===== src/rtl/cmdi_pkg.sv =====
package cmdi_pkg;
  localparam int CMD_W   = 11;
  localparam int IDX_W   = 6;
  localparam int CB_RESP = 6;
  localparam int CB_LONG = 7;
  localparam int CB_INTR = 8;
  localparam int CB_PEND = 9;
  localparam int CB_EN   = 10;

  typedef enum logic [1:0] {
    OC_NONE = 2'd0,
    OC_SENT = 2'd1,
    OC_RESP = 2'd2,
    OC_TMO  = 2'd3
  } outcome_e;
endpackage


===== src/rtl/cmdi_judge.sv =====
module cmdi_judge #(
  parameter int LEN_W     = 5,
  parameter int SHORT_LEN = 4,
  parameter int LONG_LEN  = 16
) (
  input  logic                 want_resp,
  input  logic                 want_long,
  input  logic                 err,
  input  logic [LEN_W-1:0]     len,
  output cmdi_pkg::outcome_e   outcome
);
  import cmdi_pkg::*;

  logic is_short, is_long, is_zero, bad_len, fail;

  always_comb begin
    is_short = (len == LEN_W'(SHORT_LEN));
    is_long  = (len == LEN_W'(LONG_LEN));
    is_zero  = (len == '0);
    bad_len  = is_zero || (is_short && want_long) || (!is_short && !is_long);
    fail     = err || (want_resp && bad_len);
    if (fail)           outcome = OC_TMO;
    else if (want_resp) outcome = OC_RESP;
    else                outcome = OC_SENT;
  end
endmodule


===== src/rtl/cmdi_ctrl.sv =====
module cmdi_ctrl (
  input  logic                         clk,
  input  logic                         rst_n,
  input  logic                         cmd_we,
  input  logic [cmdi_pkg::CMD_W-1:0]   cmd_wdata,
  input  logic                         card_done_i,
  input  cmdi_pkg::outcome_e           outcome,
  output logic [cmdi_pkg::CMD_W-1:0]   cmd_q,
  output logic                         busy,
  output logic                         req,
  output logic                         set_sent,
  output logic                         set_respend,
  output logic                         set_timeout,
  output logic                         kick,
  output logic                         load_resp
);
  import cmdi_pkg::*;

  localparam logic [CMD_W-1:0] EN_CLR = ~(CMD_W'(1) << CB_EN);

  logic start_ok, finish;

  always_comb begin
    start_ok  = cmd_we && cmd_wdata[CB_EN] && !cmd_wdata[CB_PEND];
    finish    = busy && card_done_i;
    load_resp = finish && (outcome == OC_RESP);
  end

  always_ff @(posedge clk) begin
    if (!rst_n) begin
      cmd_q       <= '0;
      busy        <= 1'b0;
      req         <= 1'b0;
      set_sent    <= 1'b0;
      set_respend <= 1'b0;
      set_timeout <= 1'b0;
      kick        <= 1'b0;
    end else begin
      req         <= 1'b0;
      set_sent    <= 1'b0;
      set_respend <= 1'b0;
      set_timeout <= 1'b0;
      kick        <= 1'b0;
      if (!busy) begin
        if (start_ok) begin
          cmd_q <= cmd_wdata;
          busy  <= 1'b1;
          req   <= 1'b1;
        end else if (cmd_we) begin
          cmd_q <= cmd_wdata & EN_CLR;
        end
      end else if (finish) begin
        cmd_q       <= cmd_q & EN_CLR;
        busy        <= 1'b0;
        kick        <= 1'b1;
        set_sent    <= (outcome == OC_SENT);
        set_respend <= (outcome == OC_RESP);
        set_timeout <= (outcome == OC_TMO);
      end
    end
  end

  assert_req_pulse_R2: assert property (@(posedge clk) disable iff (!rst_n)
    req |=> !req);
  assert_one_outcome_R11: assert property (@(posedge clk) disable iff (!rst_n)
    kick |-> ($countones({set_sent, set_respend, set_timeout}) == 1));
  assert_status_needs_kick_R11: assert property (@(posedge clk) disable iff (!rst_n)
    (set_sent || set_respend || set_timeout) |-> kick);
  assert_idle_en_clear_R5: assert property (@(posedge clk) disable iff (!rst_n)
    !busy |-> !cmd_q[CB_EN]);
  assert_busy_block_R10: assert property (@(posedge clk) disable iff (!rst_n)
    (busy && cmd_we && !card_done_i) |=> $stable(cmd_q));
  assert_pending_no_issue_R3: assert property (@(posedge clk) disable iff (!rst_n)
    (!busy && cmd_we && cmd_wdata[CB_EN] && cmd_wdata[CB_PEND]) |=> (!req && !busy && !kick));
endmodule


===== src/rtl/cmdi_resp_store.sv =====
module cmdi_resp_store #(
  parameter int WORD_W    = 32,
  parameter int N_WORDS   = 4,
  parameter int LEN_W     = 5,
  parameter int SHORT_LEN = 4
) (
  input  logic                        clk,
  input  logic                        rst_n,
  input  logic                        load,
  input  logic [LEN_W-1:0]            len,
  input  logic [WORD_W*N_WORDS-1:0]   resp_in,
  output logic [WORD_W*N_WORDS-1:0]   rsp_q
);
  localparam int RESP_W = WORD_W * N_WORDS;

  logic short_len;
  assign short_len = (len == LEN_W'(SHORT_LEN));

  for (genvar k = 0; k < N_WORDS; k++) begin : g_word
    logic [WORD_W-1:0] src, nxt;
    assign src = resp_in[RESP_W-1-k*WORD_W -: WORD_W];
    always_comb begin
      nxt = src;
      if (short_len && k != 0) nxt = '0;
      if (!short_len && k == N_WORDS-1) nxt[0] = 1'b0;
    end
    always_ff @(posedge clk) begin
      if (!rst_n)    rsp_q[k*WORD_W +: WORD_W] <= '0;
      else if (load) rsp_q[k*WORD_W +: WORD_W] <= nxt;
    end
  end

  assert_last_lsb_zero_R9: assert property (@(posedge clk) disable iff (!rst_n)
    !rsp_q[(N_WORDS-1)*WORD_W]);
  assert_hold_no_load_R7: assert property (@(posedge clk) disable iff (!rst_n)
    !load |=> $stable(rsp_q));
endmodule


===== src/rtl/cmd_issue_ctrl.sv =====
module cmd_issue_ctrl #(
  parameter int ARG_W   = 32,
  parameter int WORD_W  = 32,
  parameter int N_WORDS = 4,
  parameter int LEN_W   = 5
) (
  input  logic                       clk,
  input  logic                       rst_n,
  input  logic                       arg_we,
  input  logic [ARG_W-1:0]           arg_wdata,
  input  logic                       cmd_we,
  input  logic [10:0]                cmd_wdata,
  output logic [10:0]                cmd_word_o,
  output logic                       busy_o,
  output logic                       card_req_o,
  output logic [5:0]                 card_index_o,
  output logic [ARG_W-1:0]           card_arg_o,
  input  logic                       card_done_i,
  input  logic                       card_err_i,
  input  logic [LEN_W-1:0]           card_len_i,
  input  logic [WORD_W*N_WORDS-1:0]  card_resp_i,
  output logic [WORD_W*N_WORDS-1:0]  rsp_o,
  output logic                       set_sent_o,
  output logic                       set_respend_o,
  output logic                       set_timeout_o,
  output logic                       kick_o
);
  import cmdi_pkg::*;

  localparam int SHORT_LEN = WORD_W / 8;
  localparam int LONG_LEN  = WORD_W * N_WORDS / 8;

  logic [ARG_W-1:0] arg_q;
  logic [CMD_W-1:0] cmd_q;
  outcome_e         outcome;
  logic             load_resp;

  always_ff @(posedge clk) begin
    if (!rst_n)      arg_q <= '0;
    else if (arg_we) arg_q <= arg_wdata;
  end

  cmdi_judge #(.LEN_W(LEN_W), .SHORT_LEN(SHORT_LEN), .LONG_LEN(LONG_LEN)) u_judge (
    .want_resp (cmd_q[CB_RESP]),
    .want_long (cmd_q[CB_LONG]),
    .err       (card_err_i),
    .len       (card_len_i),
    .outcome   (outcome)
  );

  cmdi_ctrl u_ctrl (
    .clk         (clk),
    .rst_n       (rst_n),
    .cmd_we      (cmd_we),
    .cmd_wdata   (cmd_wdata),
    .card_done_i (card_done_i),
    .outcome     (outcome),
    .cmd_q       (cmd_q),
    .busy        (busy_o),
    .req         (card_req_o),
    .set_sent    (set_sent_o),
    .set_respend (set_respend_o),
    .set_timeout (set_timeout_o),
    .kick        (kick_o),
    .load_resp   (load_resp)
  );

  cmdi_resp_store #(.WORD_W(WORD_W), .N_WORDS(N_WORDS), .LEN_W(LEN_W), .SHORT_LEN(SHORT_LEN)) u_store (
    .clk     (clk),
    .rst_n   (rst_n),
    .load    (load_resp),
    .len     (card_len_i),
    .resp_in (card_resp_i),
    .rsp_q   (rsp_o)
  );

  assign cmd_word_o   = cmd_q;
  assign card_index_o = cmd_q[IDX_W-1:0];
  assign card_arg_o   = arg_q;

  assert_tmo_keeps_words_R7: assert property (@(posedge clk) disable iff (!rst_n)
    set_timeout_o |-> $stable(rsp_o));
  assert_idle_done_ignored_R10: assert property (@(posedge clk) disable iff (!rst_n)
    (!busy_o && card_done_i) |=> !kick_o);
endmodule


===== config.mk =====
export PLATFORM = sky130hd
export DESIGN_NAME = cmd_issue_ctrl
export DESIGN_NICKNAME = d
export VERILOG_FILES = /design/src/rtl/cmdi_pkg.sv /design/src/rtl/cmdi_judge.sv /design/src/rtl/cmdi_ctrl.sv /design/src/rtl/cmdi_resp_store.sv /design/src/rtl/cmd_issue_ctrl.sv
export SDC_FILE = /design/constraint.sdc
export NUM_CORES = 1
export LEC_CHECK = 0
export ABC_CLOCK_PERIOD_IN_PS = 2300
export BUFFER_PORTS_ARGS = -buffer_cell sky130_fd_sc_hd__buf_2
export CAP_MARGIN = 20
export CELL_PAD_IN_SITES_DETAIL_PLACEMENT = 1
export CELL_PAD_IN_SITES_GLOBAL_PLACEMENT = 2
export CORE_ASPECT_RATIO = 0.75
export CORE_MARGIN = 2
export CORE_UTILIZATION = 26
export DETAILED_ROUTE_END_ITERATION = 10
export GPL_TIMING_DRIVEN = 0
export PLACE_DENSITY_LB_ADDON = 0.1
export SLEW_MARGIN = 20
export SYNTH_ARGS = -nofsm -noshare
export SYNTH_HDL_FRONTEND = slang
export SYNTH_SLANG_ARGS = --single-unit

===== constraint.sdc =====
create_clock -name clk -period 2.3 [get_ports clk]
set_input_delay 0.46 -clock clk [delete_from_list [all_inputs] [get_ports clk]]
set_output_delay 0.46 -clock clk [all_outputs]
set_load 0.03 [all_outputs]

* Word level (Yosys, flattened, before mapping)
Cells that the tools add are included.
** Word-level totals
- Register bits :: 177
- Input bits :: 182
- Output and inout bits :: 183
- Logic and storage cells :: 56
** Cells by class
- Equal/unequal tests :: 6
- Multiplexer cells :: 14
- Bitwise logic cells :: 2
- Reductions and logical operators :: 21
** Operator list (count)
- 32-bit 2-to-1 mux :: 3
- 11-bit 2-to-1 mux :: 4
- 1-bit logical AND :: 7
- 2-bit AND reduction :: 3
- 5-bit by 3-bit == test with 1-bit output (second input constant) :: 1
- 5-bit == test (second input constant) :: 1
- 5-bit zero test :: 1
- 1-bit 2-to-1 mux :: 5
- 2-bit == test (second input constant) :: 2
- 2-bit 2-to-1 mux :: 2
- 1-bit zero test :: 3
- 1-bit logical OR :: 3
- 3-bit AND reduction :: 1
- 3-bit nonzero test :: 1
- 2-bit by 1-bit == test with 1-bit output (second input constant) :: 1
- 2-bit != test (second input constant) :: 1
- 1-bit inverter :: 2
- 2-bit nonzero test :: 1
- 2-bit OR reduction :: 1

* Depth between registers and ports, before layout
- Depth in word-level cells :: 9
- Gate-level depth with buffers :: 6
- Gate-level depth less buffers :: 3

* By module
A second synthesis with hierarchy kept.
** Unflattened totals
- Cell total of the unflattened synthesis :: 720
- Area total of the unflattened synthesis :: 7273.2 um2
** By module, submodules not included
- cmdi_resp_store :: times used 1, cells each 541, area an instance 5322.6 um2, sequential area each 2562.5 um2
- cmd_issue_ctrl :: times used 1, cells each 109, area an instance 1288.7 um2, sequential area each 640.6 um2
- cmdi_ctrl :: times used 1, cells each 64, area an instance 608.1 um2, sequential area each 340.3 um2
- cmdi_judge :: times used 1, cells each 6, area an instance 53.8 um2, sequential area each 0.0 um2

* Least setup slack after synthesis
Ideal clock, no wire load.
- Path type :: input to register
- Start :: input port card_len_i[3]
- End :: register u_store.rsp_q[108]
- Library setup time :: 72 ps
- Arrival time :: 1842 ps
- Required time :: 2228 ps
- Path slack :: 387 ps
- Stages :: 6
- Buffers on the path :: 3
- Path through :: or3_1 buf_6 nor4_4 buf_6 buf_12 mux2i_1
** On the way
- Word-level cells in the longest chain between the ends :: 9
- Elaborated cells on any way between the ends :: 15
- Classes of those cells :: 3 x eq/ne; 2 x mux; 10 x reduce/logical
** RTL lines
- from (decl) :: line cmd_issue_ctrl.sv:20 : input logic [LEN_W-1:0] card_len_i,
- 5-bit by 3-bit == test with 1-bit output or 5-bit == test (tied branches) :: line cmdi_judge.sv:17, cmdi_resp_store.sv:17, cmdi_judge.sv:18
- 1-bit logical AND, or another cell as far along :: line cmdi_judge.sv:20 : bad_len = is_zero || (is_short && want_long) || (!is_short && !is_long);
- 1-bit logical OR or 1-bit logical AND (tied branches) :: line cmdi_judge.sv:20
- 1-bit logical OR :: line cmdi_judge.sv:20
- 1-bit logical AND :: line cmdi_judge.sv:21 : fail = err || (want_resp && bad_len);
- 1-bit logical OR :: line cmdi_judge.sv:21
- 2-bit 2-to-1 mux :: line cmdi_judge.sv:22 : if (fail) outcome = OC_TMO;
- 2-bit == test :: line cmdi_ctrl.sv:26 : load_resp = finish && (outcome == OC_RESP);
- 1-bit logical AND :: line cmdi_ctrl.sv:26
- to (signal, indexed assignment) :: line cmdi_resp_store.sv:29 : else if (load) rsp_q[k*WORD_W +: WORD_W] <= nxt;
- to (decl) :: line cmdi_resp_store.sv:12 : output logic [WORD_W*N_WORDS-1:0] rsp_q
Parallel ways exist; a longest one is shown, timed or not.
A chain may end at the register's enable or synchronous reset.

* Worst setup path in the final report
- Start :: input port card_len_i[4]
- End :: register u_store.rsp_q[82]
Same word-level chain as after synthesis.

==> Implementation_results.wiki <==
{| class="wikitable"
! Metric !! Value
|-
| Max Clk Rate || 0.518 GHz
|-
| Yosys Warn Count || 0
|-
| Hold Vio Cnt, Final || 0
|-
| Number of optimization iterations in the first detailed-route pass || 4
|-
| CTS tree || built
|-
| Type of the worst setup path || input port to flip-flop
|-
| I/O pin total || between 300 and 400
|-
| Drt first-iter violations || ~170
|-
| Slowest stage delay, CP || 520 ps
|-
| Vias per std cell || between 4 and 5
|-
| Number of placed cells counting well taps || roughly 1500
|-
| Starting Density || 0.266
|-
| Peak ir drop on the vdd network || 0.000454 V
|-
| Sink count of the clock tree || 177
|-
| Seq/Total Area, Yosys || 0.471
|-
| Kind of path behind the tightest hold check || input port to flip-flop
|-
| Pin count of the biggest net entering global routing || 17
|-
| Buffers & Inverters on Critical Path || 4
|-
| Die width || between 200 and 250 um
|-
| Setup repair after global routing missed its margin || false
|-
| Number of buffers created by CTS || 17
|-
| Buffer count from post-CTS setup fixing || 0
|-
| Cell Count, Final, Fillers Out || roughly 1500
|-
| Cell repeated most along the worst path || clkbuf_1
|-
| Worst-Skew Late Latency || between 400 and 500 ps
|-
| Shortest clock period the worst path allows after layout || 1930 ps
|-
| Buffers added on ports || roughly 360
|-
| Total half-perimeter wirelength after legalization and detailed placement || between 20000 and 25000 um
|-
| Measured slew at the worst slew-check pin || roughly 860 ps
|-
| Nets in the synthesized netlist || roughly 940
|-
| Static leakage || between 4 and 5 nW
|-
| Top library cells by usage in the layout, fill and taps aside || 361 x buf_2, 181 x nand2_1, 177 x dfxtp_1, 159 x mux2i_1, 95 x o211ai_1
|-
| WP data required || 2640 ps
|-
| Slowest CP cell || clkbuf_1
|-
| Max-cap check violation count || 0
|-
| P per Cell Area || 662 nW/um^2
|-
| Synth-to-layout area growth || 38.5%
|-
| Library cells used by synthesis || 24
|-
| Ordered list of cells on the worst path || buf_2, nand2b_1, clkbuf_1, clkbuf_1, clkbuf_1, o211ai_1, mux2i_1
|-
| Flop-to-flop setup slack || roughly 650 ps
|-
| Final Util || 0.369
|-
| CTS H-tree lvls || 4
|-
| Post-detailed-routing wire length || 27900 um
|-
| Result of the run || finished, final reports clean
|-
| Die Footprint || 30300 sq um
|-
| Critical path peak fanout || 10
|-
| Relative slew slack || 0.427
|-
| Synthesized flop and latch total || ~180
|-
| Global-route wire length before repair || just over 40000 um
|-
| Maximum buffer depth of the clock tree || 2
|-
| CP endpoint kind || flip-flop
|-
| Final-report setup violation count || 0
|-
| Routed wire per std cell || between 15 and 20 um
|-
| Instance area after placement || between 9000 and 10000 sq um
|-
| Setup clock skew after layout || ~10 ps
|-
| Cell taking the most area after synthesis || dfxtp_1
|-
| Number of rows in the core area || 53
|-
| Area share of the leading cell type in the synthesized netlist || 0.471
|-
| Weighted congestion reported at the end of routability-driven placement || around 0.77
|-
| Number of global-route vias before repair || just under 7000
|-
| Clock transition at the registers of the reported paths || around 60 ps
|-
| Via Count || 6768
|-
| Cell count after synthesis || 759
|-
| Number of gates given a new drive strength after cts || 0
|-
| Core region area || between 20000 and 30000 sq um
|-
| Hold-fix buffers at CTS || 0
|-
| Overall global routing resource usage || 0.179
|-
| Dominant delay contributor by cell family on the critical path || buffers and inverters
|-
| Number of antenna violations at the first check in global routing || 7
|-
| Layout filler cell count || approximately 3400
|-
| Synth area leaders || dfxtp_1 47%, mux2i_1 21%, o211ai_1 9.5%
|-
| Share of final-layout standard cells stronger than drive strength 1 || 0.359
|-
| Area of all placed cells without fillers || ~10000 sq um
|-
| Die height || about 150 um
|-
| Power consumption || between 0.006 and 0.007 W
|-
| DRC || 0
|-
| WP data arrival || between 2000 and 2500 ps
|-
| Nets || roughly 1300
|-
| Remaining antenna violation count after routing || 0
|-
| Gr ovfl total || 0
|-
| Final sum of negative setup slack || 0 ps
|-
| Clk root buf || clkbuf_16
|-
| Most common cell after layout, fill and taps aside || buf_2
|-
| Count of final max-slew check failures || 0
|-
| Setup crit start kind || input port
|-
| Final Cycle Share || 0.840
|-
| Cell Area, Synth || approximately 7500 sq um
|-
| Syn_area_per_cell || approximately 9.9 sq um
|}
-- cell type report --
class,instances,area [sq um],area share
inverters,1,3.75,0.000360
repair buffers,361,1810,0.174
well taps,385,482,0.0463
flip-flops and latches,177,3540,0.340
diodes,4,10.0,0.000961
clock buffers,19,433,0.0416
plain buffers,83,568,0.0546
multi-input cells,498,3400,0.327
clock inverters,10,164,0.0157
-- cells by family (layout without fill, tap and decap cells) --
logic type / after synthesis / in the layout / share of synthesized area
and+or+nand+nor: 230 / 230 / 0.132
DFF: 177 / 177 / 0.471
muxes: 159 / 159 / 0.212
AOI/OAI and AO/OA: 109 / 109 / 0.109
buffers and inverters: 84 / 474 / 0.0761
other: 0 / 4 / 0
-- routing by layer --
| metal | GRT usage | routed length [um] |
|---|---|---|
| met4 | 0.0404 | 314 |
| met1 | 0.235 | 12800 |
| met3 | 0.0643 | 2150 |
| met5 | 0 | 41 |
| met2 | 0.283 | 12500 |
-- path summary, 6_finish.rpt --
| kind | startpoint | endpoint | depth (start not counted) |
|---|---|---|---|
| worst max-delay path | card_len_i[4] | u_store.rsp_q[82]$_SDFFE_PN0P_ | 7 |
| worst max register to register | u_ctrl.cmd_q[7]$_SDFFE_PN0P_ | u_store.rsp_q[82]$_SDFFE_PN0P_ | 5 |
| worst min-delay path | card_err_i | u_ctrl.set_sent$_SDFF_PN0_ | 2 |
| worst min register to register | u_store.rsp_q[96]$_SDFFE_PN0P_ | u_store.rsp_q[96]$_SDFFE_PN0P_ | 2 |
-- synthesized netlist by cell type --
library cell / number
nand2_1: 181
dfxtp_1: 177
mux2i_1: 159
o211ai_1: 95
clkbuf_1: 56
nor2b_1: 35
buf_12: 13
a21boi_0: 10
buf_4: 8
buf_1: 4
nor3_1: 3
buf_6: 2
nand2b_1: 2
nand3_1: 2
nor2_1: 2
o21a_1: 2
a31oi_1: 1
and2_1: 1
and3_1: 1
inv_1: 1
nor4_4: 1
nor4bb_1: 1
o21bai_1: 1
or3_1: 1
-- state kept, by name (all words and copies together), names as in the netlist --
signal,flops
u_store.rsp_q,128
card_arg_o,32
u_ctrl.cmd_q,11
u_ctrl.busy,1
u_ctrl.kick,1
u_ctrl.req,1
u_ctrl.set_respend,1
u_ctrl.set_sent,1
u_ctrl.set_timeout,1
-- stage by stage --
stage | worst slack [ps] | hold slack, ps
after detailed placement | -175 | 418
after CTS | 267 | 207
after floorplan | 387 | 457
final | 369 | 235
after global routing | 163 | 228
after global placement | -21.8 | 420
-- report_power, final --
part	total, W	switching [W]	internal [W]	leakage, nW
clock network	0.00307	0.00127	0.00180	0.277
logic	0.000690	0.000418	0.000273	2.76
registers	0.00314	0.0000260	0.00311	1.43
-- worst register-to-register path, stage by stage, from the launching register on --
cell,delay [ps]
dfxtp_1,330
o21a_1,230
nor4_4,370
buf_12,250
buf_12,180
mux2i_1,220
No activity file was read; power rests on OpenSTA's default activity.
